===== config.mk =====
export PLATFORM = sky130hd
export DESIGN_NAME = win_watchdog
export DESIGN_NICKNAME = d
export VERILOG_FILES = /design/src/rtl/wdw_pkg.sv /design/src/rtl/wdw_regs.sv /design/src/rtl/wdw_core.sv /design/src/rtl/wdw_irq.sv /design/src/rtl/win_watchdog.sv
export SDC_FILE = /design/constraint.sdc
export NUM_CORES = 1
export LEC_CHECK = 0
export ABC_AREA = 1
export BUFFER_PORTS_ARGS = -buffer_cell sky130_fd_sc_hd__buf_2
export CAP_MARGIN = 10
export CORE_UTILIZATION = 45
export DETAILED_ROUTE_END_ITERATION = 10
export PLACE_DENSITY = 0.72
export SLEW_MARGIN = 20
export SYNTH_ARGS = -nofsm -noshare
export SYNTH_HDL_FRONTEND = slang
export SYNTH_HIERARCHICAL = 1
export SYNTH_SLANG_ARGS = --single-unit

===== constraint.sdc =====
create_clock -name clk -period 6.6 [get_ports clk]
set_clock_uncertainty 0.2 [all_clocks]
set_input_delay 0.66 -clock clk [delete_from_list [all_inputs] [get_ports clk]]
set_output_delay 0.66 -clock clk [all_outputs]
set_load 0.02 [all_outputs]

===== src/rtl/wdw_pkg.sv =====
// Shared register selects, bit positions and the expiry action type.
package wdw_pkg;
    localparam int ADDR_W = 2;

    typedef enum logic [ADDR_W-1:0] {
        REG_RELOAD = 2'd0,
        REG_THRESH = 2'd1,
        REG_CTRL   = 2'd2,
        REG_CLEAR  = 2'd3
    } reg_sel_e;

    localparam int CTRL_MODE_BIT = 0;
    localparam int CTRL_WAKE_BIT = 1;
    localparam int CLR_TMO_BIT   = 0;
    localparam int CLR_WAKE_BIT  = 1;

    typedef enum logic {
        ACT_RESET = 1'b0,
        ACT_IRQ   = 1'b1
    } expiry_act_e;
endpackage


===== src/rtl/wdw_regs.sv =====
// Register file of the watchdog: reload, threshold, control bits and
// one-cycle clear strobes. Assumes the data width is at least 2 bits.
module wdw_regs #(
    parameter int CNT_W      = 16,
    parameter int RELOAD_RST = 1000,
    parameter int THRESH_RST = 400
) (
    input  logic                       clk,
    input  logic                       rst_eff_n,
    input  logic                       wr_valid,
    input  logic [wdw_pkg::ADDR_W-1:0] wr_addr,
    input  logic [CNT_W-1:0]           wr_data,
    output logic [CNT_W-1:0]           reload_o,
    output logic [CNT_W-1:0]           thresh_o,
    output wdw_pkg::expiry_act_e       act_o,
    output logic                       wake_en_o,
    output logic                       clr_tmo_o,
    output logic                       clr_wake_o
);
    import wdw_pkg::*;

    localparam logic [CNT_W-1:0] RELOAD_INIT = CNT_W'(RELOAD_RST);
    localparam logic [CNT_W-1:0] THRESH_INIT = CNT_W'(THRESH_RST);

    logic [CNT_W-1:0] reload_q;
    logic [CNT_W-1:0] thresh_q;
    expiry_act_e      act_q;
    logic             wake_en_q;
    reg_sel_e         sel;

    assign sel = reg_sel_e'(wr_addr);

    // Store the configuration registers on a write.
    always_ff @(posedge clk) begin
        if (!rst_eff_n) begin
            reload_q  <= RELOAD_INIT;
            thresh_q  <= THRESH_INIT;
            act_q     <= ACT_RESET;
            wake_en_q <= 1'b0;
        end else if (wr_valid) begin
            case (sel)
                REG_RELOAD: reload_q <= wr_data;
                REG_THRESH: thresh_q <= wr_data;
                REG_CTRL: begin
                    act_q     <= expiry_act_e'(wr_data[CTRL_MODE_BIT]);
                    wake_en_q <= wr_data[CTRL_WAKE_BIT];
                end
                default: ;
            endcase
        end
    end

    // Decode the write-one-to-clear strobes.
    always_comb begin
        clr_tmo_o  = wr_valid && (sel == REG_CLEAR) && wr_data[CLR_TMO_BIT];
        clr_wake_o = wr_valid && (sel == REG_CLEAR) && wr_data[CLR_WAKE_BIT];
    end

    assign reload_o  = reload_q;
    assign thresh_o  = thresh_q;
    assign act_o     = act_q;
    assign wake_en_o = wake_en_q;
endmodule


===== src/rtl/wdw_core.sv =====
// Down counter with the refresh window. Produces an event on expiry or an
// early refresh, and a crossing flag when the count steps through the
// threshold. Assumes run_i already combines every pause condition.
module wdw_core #(
    parameter int CNT_W      = 16,
    parameter int RELOAD_RST = 1000,
    parameter int THRESH_RST = 400
) (
    input  logic             clk,
    input  logic             rst_eff_n,
    input  logic             run_i,
    input  logic             refresh_i,
    input  logic [CNT_W-1:0] reload_i,
    input  logic [CNT_W-1:0] thresh_i,
    output logic [CNT_W-1:0] count_o,
    output logic             event_o,
    output logic             cross_o
);
    localparam int               RST_LOAD   = (RELOAD_RST == 0) ? 1 : RELOAD_RST;
    localparam logic [CNT_W-1:0] LOAD_INIT  = CNT_W'(RST_LOAD);
    localparam logic             ARMED_INIT = (RST_LOAD > THRESH_RST);

    logic [CNT_W-1:0] count_q;
    logic             armed_q;
    logic [CNT_W-1:0] load_val;
    logic [CNT_W-1:0] count_dec;
    logic             in_window;
    logic             legal_ref;
    logic             violation;
    logic             expire;
    logic             step;
    logic             do_load;

    // Classify this cycle: refresh, violation, expiry or plain decrement.
    always_comb begin
        load_val  = (reload_i == '0) ? CNT_W'(1) : reload_i;
        count_dec = count_q - CNT_W'(1);
        in_window = (count_q <= thresh_i);
        legal_ref = run_i && refresh_i && in_window;
        violation = run_i && refresh_i && !in_window;
        expire    = run_i && !refresh_i && (count_q == '0);
        step      = run_i && !refresh_i && (count_q != '0);
        do_load   = legal_ref || violation || expire;
        cross_o   = step && armed_q && (count_dec <= thresh_i);
        event_o   = violation || expire;
    end

    // Advance, reload or hold the counter.
    always_ff @(posedge clk) begin
        if (!rst_eff_n) begin
            count_q <= LOAD_INIT;
        end else if (do_load) begin
            count_q <= load_val;
        end else if (step) begin
            count_q <= count_dec;
        end
    end

    // Track whether the next threshold crossing may still be reported.
    always_ff @(posedge clk) begin
        if (!rst_eff_n) begin
            armed_q <= ARMED_INIT;
        end else if (do_load) begin
            armed_q <= (load_val > thresh_i);
        end else if (cross_o) begin
            armed_q <= 1'b0;
        end
    end

    assign count_o = count_q;
endmodule


===== src/rtl/wdw_irq.sv =====
// Turns counter events into the reset request or the timeout interrupt,
// and threshold crossings into the wakeup interrupt. Sets win over clears.
module wdw_irq (
    input  logic                 clk,
    input  logic                 rst_eff_n,
    input  logic                 event_i,
    input  logic                 cross_i,
    input  wdw_pkg::expiry_act_e act_i,
    input  logic                 wake_en_i,
    input  logic                 sleep_i,
    input  logic                 clr_tmo_i,
    input  logic                 clr_wake_i,
    output logic                 rst_req_o,
    output logic                 tmo_irq_o,
    output logic                 wake_irq_o
);
    import wdw_pkg::*;

    logic rst_req_q;
    logic tmo_q;
    logic wake_q;
    logic tmo_set;
    logic wake_set;

    // Pick the action an event asks for.
    always_comb begin
        tmo_set  = event_i && (act_i == ACT_IRQ);
        wake_set = cross_i && sleep_i && wake_en_i;
    end

    // Register the one-cycle reset request.
    always_ff @(posedge clk) begin
        if (!rst_eff_n) rst_req_q <= 1'b0;
        else            rst_req_q <= event_i && (act_i == ACT_RESET);
    end

    // Hold the timeout interrupt until it is cleared.
    always_ff @(posedge clk) begin
        if (!rst_eff_n)     tmo_q <= 1'b0;
        else if (tmo_set)   tmo_q <= 1'b1;
        else if (clr_tmo_i) tmo_q <= 1'b0;
    end

    // Hold the wakeup interrupt until it is cleared.
    always_ff @(posedge clk) begin
        if (!rst_eff_n)      wake_q <= 1'b0;
        else if (wake_set)   wake_q <= 1'b1;
        else if (clr_wake_i) wake_q <= 1'b0;
    end

    assign rst_req_o  = rst_req_q;
    assign tmo_irq_o  = tmo_q;
    assign wake_irq_o = wake_q;
endmodule


===== src/rtl/win_watchdog.sv =====
// Top of the windowed watchdog. Builds the pause and restart controls from
// the programming, freeze and sleep inputs and wires the three parts.
// Assumes all inputs are synchronous to clk.
module win_watchdog #(
    parameter int CNT_W      = 16,
    parameter int RELOAD_RST = 1000,
    parameter int THRESH_RST = 400
) (
    input  logic                       clk,
    input  logic                       rst_n,
    input  logic                       wr_valid,
    input  logic [wdw_pkg::ADDR_W-1:0] wr_addr,
    input  logic [CNT_W-1:0]           wr_data,
    input  logic                       refresh,
    input  logic                       sleeping,
    input  logic                       lp_freeze,
    input  logic                       prog_hold,
    output logic                       rst_req,
    output logic                       tmo_irq,
    output logic                       wake_irq
);
    import wdw_pkg::*;

    logic             prog_d;
    logic             restart;
    logic             rst_eff_n;
    logic             run;
    logic [CNT_W-1:0] reload_val;
    logic [CNT_W-1:0] thresh_val;
    expiry_act_e      act_sel;
    logic             wake_en;
    logic             clr_tmo;
    logic             clr_wake;
    logic [CNT_W-1:0] count_val;
    logic             cnt_event;
    logic             cnt_cross;

    // Remember the programming input to find its falling edge.
    always_ff @(posedge clk) begin
        if (!rst_n) prog_d <= 1'b0;
        else        prog_d <= prog_hold;
    end

    // Restart on the fall of programming; pause while programming or asleep in freeze.
    always_comb begin
        restart   = prog_d && !prog_hold;
        rst_eff_n = rst_n && !restart;
        run       = !prog_hold && !(lp_freeze && sleeping);
    end

    wdw_regs #(
        .CNT_W(CNT_W), .RELOAD_RST(RELOAD_RST), .THRESH_RST(THRESH_RST)
    ) regs_i (
        .clk(clk), .rst_eff_n(rst_eff_n),
        .wr_valid(wr_valid), .wr_addr(wr_addr), .wr_data(wr_data),
        .reload_o(reload_val), .thresh_o(thresh_val), .act_o(act_sel),
        .wake_en_o(wake_en), .clr_tmo_o(clr_tmo), .clr_wake_o(clr_wake)
    );

    wdw_core #(
        .CNT_W(CNT_W), .RELOAD_RST(RELOAD_RST), .THRESH_RST(THRESH_RST)
    ) core_i (
        .clk(clk), .rst_eff_n(rst_eff_n), .run_i(run), .refresh_i(refresh),
        .reload_i(reload_val), .thresh_i(thresh_val),
        .count_o(count_val), .event_o(cnt_event), .cross_o(cnt_cross)
    );

    wdw_irq irq_i (
        .clk(clk), .rst_eff_n(rst_eff_n),
        .event_i(cnt_event), .cross_i(cnt_cross), .act_i(act_sel),
        .wake_en_i(wake_en), .sleep_i(sleeping),
        .clr_tmo_i(clr_tmo), .clr_wake_i(clr_wake),
        .rst_req_o(rst_req), .tmo_irq_o(tmo_irq), .wake_irq_o(wake_irq)
    );
endmodule


==> impl_metrics.tcl <==
set metrics [dict create \
    critical_path_arrival_ns 2.68 \
    report.final.setup_viol 0 \
    share_comb_of_total_power_pct 30.6 \
    synth_compound_gate_area_share_pct 9.69 \
    wl_um 10200 \
    drv_slew 0 \
    postSynthAreaPerCell_um2 6.38 \
    leakagePower_nw 2.24 \
    edff_count_synth 0 \
    die_area_mm2 0.00951 \
    cts-htree-levels 2 \
    mappedNetlistNets 718 \
    yosys.cell_types.count 35 \
    numPlacedInstances 747 \
    synth-seq-area-share_pct 26.8 \
    grt_pass1_vias 3825 \
    route.vias.total 4014 \
    grt-ovfl-total 0 \
    yosys.area_share.simple_pct 33.2 \
    result_of_the_run "finished clean" \
    final.setup.worst_slack_ns 3.92 \
    power.clock.fraction_pct 23.7 \
    final_antenna_net_count 0 \
    finalWeightedCongestion 0.961 \
    fraction_of_final_layout_cells_sized_beyond_drive_strength_1_pct 8.04 \
    place_hpwl_um 7800 \
    power.switching_fraction_pct 36.7 \
    detail_route.iter0.violations 281 \
    finalPower_mw 0.837 \
    design.final.nets 720 \
    leading_cell_types_in_the_layout_fill_and_taps_excluded "sky130_fd_sc_hd__nand2_1, sky130_fd_sc_hd__inv_1, sky130_fd_sc_hd__nor2_1, sky130_fd_sc_hd__dfxtp_1, sky130_fd_sc_hd__nand3_1" \
    initial_utilization_pct 46.9 \
    end_kind "flip-flop" \
    worst_skew_pair.late_latency_ns 0.31 \
    yosys_warnings 6 \
    cts_hold_buffers 0 \
    synth_mux_area_share_pct 0 \
    worst_ep_required_time_ns 6.60 \
    synthesized_cell_area_mm2 0.00411 \
    min_path_type "reg -> reg" \
    layout_min_cycle_time_ns 2.68 \
    power.share.sequential_pct 45.6 \
    synthXorXnorAreaFrac_pct 1.71 \
    combinational_family_with_the_most_area_after_synthesis "simple AND/OR/NAND/NOR gates" \
    fin_cells 755 \
    max-clock-path-buffers 2 \
    placement.io_buffers 27 \
    drtPass1Iterations 5 \
    hold_viol 0 \
    proportion_of_register_bits_with_asynchronous_set_or_reset_after_synthesis_pct 0 \
    viasPerCell 5.32 \
    layout.filler_cells 919 \
    number_of_antenna_violations_at_the_first_check_in_global_routing 0 \
    vdd.ir_drop.worst_mv 0.113 \
    cap_viol_max_count 0 \
    intPower_mw 0.530 \
    largest_net_degree_at_the_start_of_global_routing 40 \
    synth.ff_latch_count 55 \
    cts-resized-gates 0 \
    detailedPlace.worstSlack_ns 3.68 \
    cts.reportedPaths.clkPinSlew_ns 0.11 \
    crit_path_max_fanout 20 \
    slew-limit-headroom_pct 59.5 \
    cts_sinks 55 \
    power_per_cell_area_mw_per_mm2 195 \
    crit_type "in -> reg" \
    cts-buffers-inserted 5 \
    io-pin-count 28 \
    final_util_pct 48.9 \
    core_mm2 0.00876 \
    net-switching-power_mw 0.308 \
    grt_usage_pct 22.1 \
    placementRows 34 \
    wl_per_cell_um 13.5 \
    synth_cells 644 \
    cts_post_setup_buffers_inserted 0 \
    grt_pass1_wl_um 17300 \
    antenna_cells 0 \
    timing.critical_path.from_type "primary input" \
    finalCritPeriodShare_pct 40.6 \
    leading_register_cell_type_out_of_synthesis "sky130_fd_sc_hd__dfxtp_1" \
    cts_tree "done" \
    floorplan.die.width_um 97.5 \
    mostFrequentLayoutCell "sky130_fd_sc_hd__nand2_1" \
    area_delta_synth_final_pct 4.36 \
    rsz0062_at_grt "false" \
    die_y_um 97.5 \
    timing.setup.tns_ns 0 \
    clock_root_cell "sky130_fd_sc_hd__clkbuf_8" \
    worst_pin_slew_ns 0.606 \
    drcViolationCount 0 \
    synth_fa_ha_area_share_pct 14.9 \
    fmax_mhz 373 \
]
synthesized netlist by cell type, types with 2 or more instances:
cell type	n	share of area, %
sky130_fd_sc_hd__clkbuf_1	20	1.8
sky130_fd_sc_hd__nand2_1	165	15
sky130_fd_sc_hd__nor2_4	2	0.55
sky130_fd_sc_hd__nor2_1	89	8.1
sky130_fd_sc_hd__dfxtp_1	55	27
sky130_fd_sc_hd__buf_4	3	0.55
sky130_fd_sc_hd__xnor2_1	3	0.64
sky130_fd_sc_hd__xor2_1	5	1.1
sky130_fd_sc_hd__buf_6	3	0.82
sky130_fd_sc_hd__a21oi_1	52	6.3
sky130_fd_sc_hd__inv_1	94	8.6
sky130_fd_sc_hd__o21ai_0	12	1.5
sky130_fd_sc_hd__inv_2	3	0.27
sky130_fd_sc_hd__buf_2	5	0.61
sky130_fd_sc_hd__nand4_1	7	1.1
sky130_fd_sc_hd__nand3_1	53	6.5
sky130_fd_sc_hd__ha_1	49	15
sky130_fd_sc_hd__nor2_2	4	0.61
sky130_fd_sc_hd__o21ai_1	3	0.37
sky130_fd_sc_hd__o21ai_2	2	0.43
cell type report:
class                      count  area (um2)  area share [%]
clock buffer                   6        72.6            1.69
timing repair buffer          29         150            3.50
multi-input combinational    457        2440            57.0
sequential                    55        1100            25.7
inverter                      98         368            8.58
tap                          108         135            3.15
clock inverter                 2        16.3           0.379
through the flow:
stage               hold slack, ns  cell area [um2]
global placement             0.232             4200
detailed placement           0.237             4200
finish                       0.256             4290
floorplan                    0.211             4110
global route                 0.271             4290
CTS                          0.259             4290
worst paths after layout:
check / to / from / slack (ns) / cells past startpoint
min reg2reg: irq_i/rst_req_o / regs_i/act_o / 0.26 / 1
max: core_i/count_o[6] / sleeping / 3.92 / 10
max reg2reg: irq_i/wake_irq_o / core_i/count_o[0] / 3.95 / 17
min: irq_i/rst_req_o / regs_i/act_o / 0.26 / 1
kinds of logic after synthesis:
kind of cell,after synthesis
AND/OR/NAND/NOR,325
buffers and inverters,132
AO/OA/AOI/OAI,75
flip-flops,55
adder cells (fa/ha/maj),49
XOR/XNOR,8
worst max-delay path, cell delays in order:
cell and delay (ns):
sky130_fd_sc_hd__buf_2 0.12, sky130_fd_sc_hd__a21oi_1 0.12, sky130_fd_sc_hd__buf_4 0.27, sky130_fd_sc_hd__inv_2 0.21, sky130_fd_sc_hd__nor2_1 0.30, sky130_fd_sc_hd__nand3_4 0.18
sky130_fd_sc_hd__nand2_4 0.24, sky130_fd_sc_hd__inv_2 0.16, sky130_fd_sc_hd__o21ai_0 0.29, sky130_fd_sc_hd__o21ai_1 0.12
routing by layer:
metal	part of all wire (%)	global-route usage, %	wire [um]	up-vias
met5	0	0	0	-
met4	1.5	6.00	152	0
met3	6.3	3.17	640	18
met2	46	36.6	4680	144
met1	46	29.9	4720	1838
li1	-	-	-	2014
flip-flops by register name, indices dropped and copies added, names as in the netlist:
name and cells:
regs_i/thresh_o 16, regs_i/reload_o 16, irq_i/rst_req_o 1, regs_i/wake_en_o 1
prog_d 1, regs_i/act_o 1, core_i/armed_q 1, core_i/count_o 16
irq_i/wake_irq_o 1, irq_i/tmo_irq_o 1
power by group through the flow:
stage / clock network (mW) / logic (mW) / registers, mW
global placement: 0 / 0.247 / 0.388
CTS: 0.205 / 0.254 / 0.382
finish: 0.199 / 0.257 / 0.382
global route: 0.215 / 0.296 / 0.385
detailed placement: 0 / 0.253 / 0.389
floorplan: 0 / 0.200 / 0.382
Power figures use the tool's default switching activity.
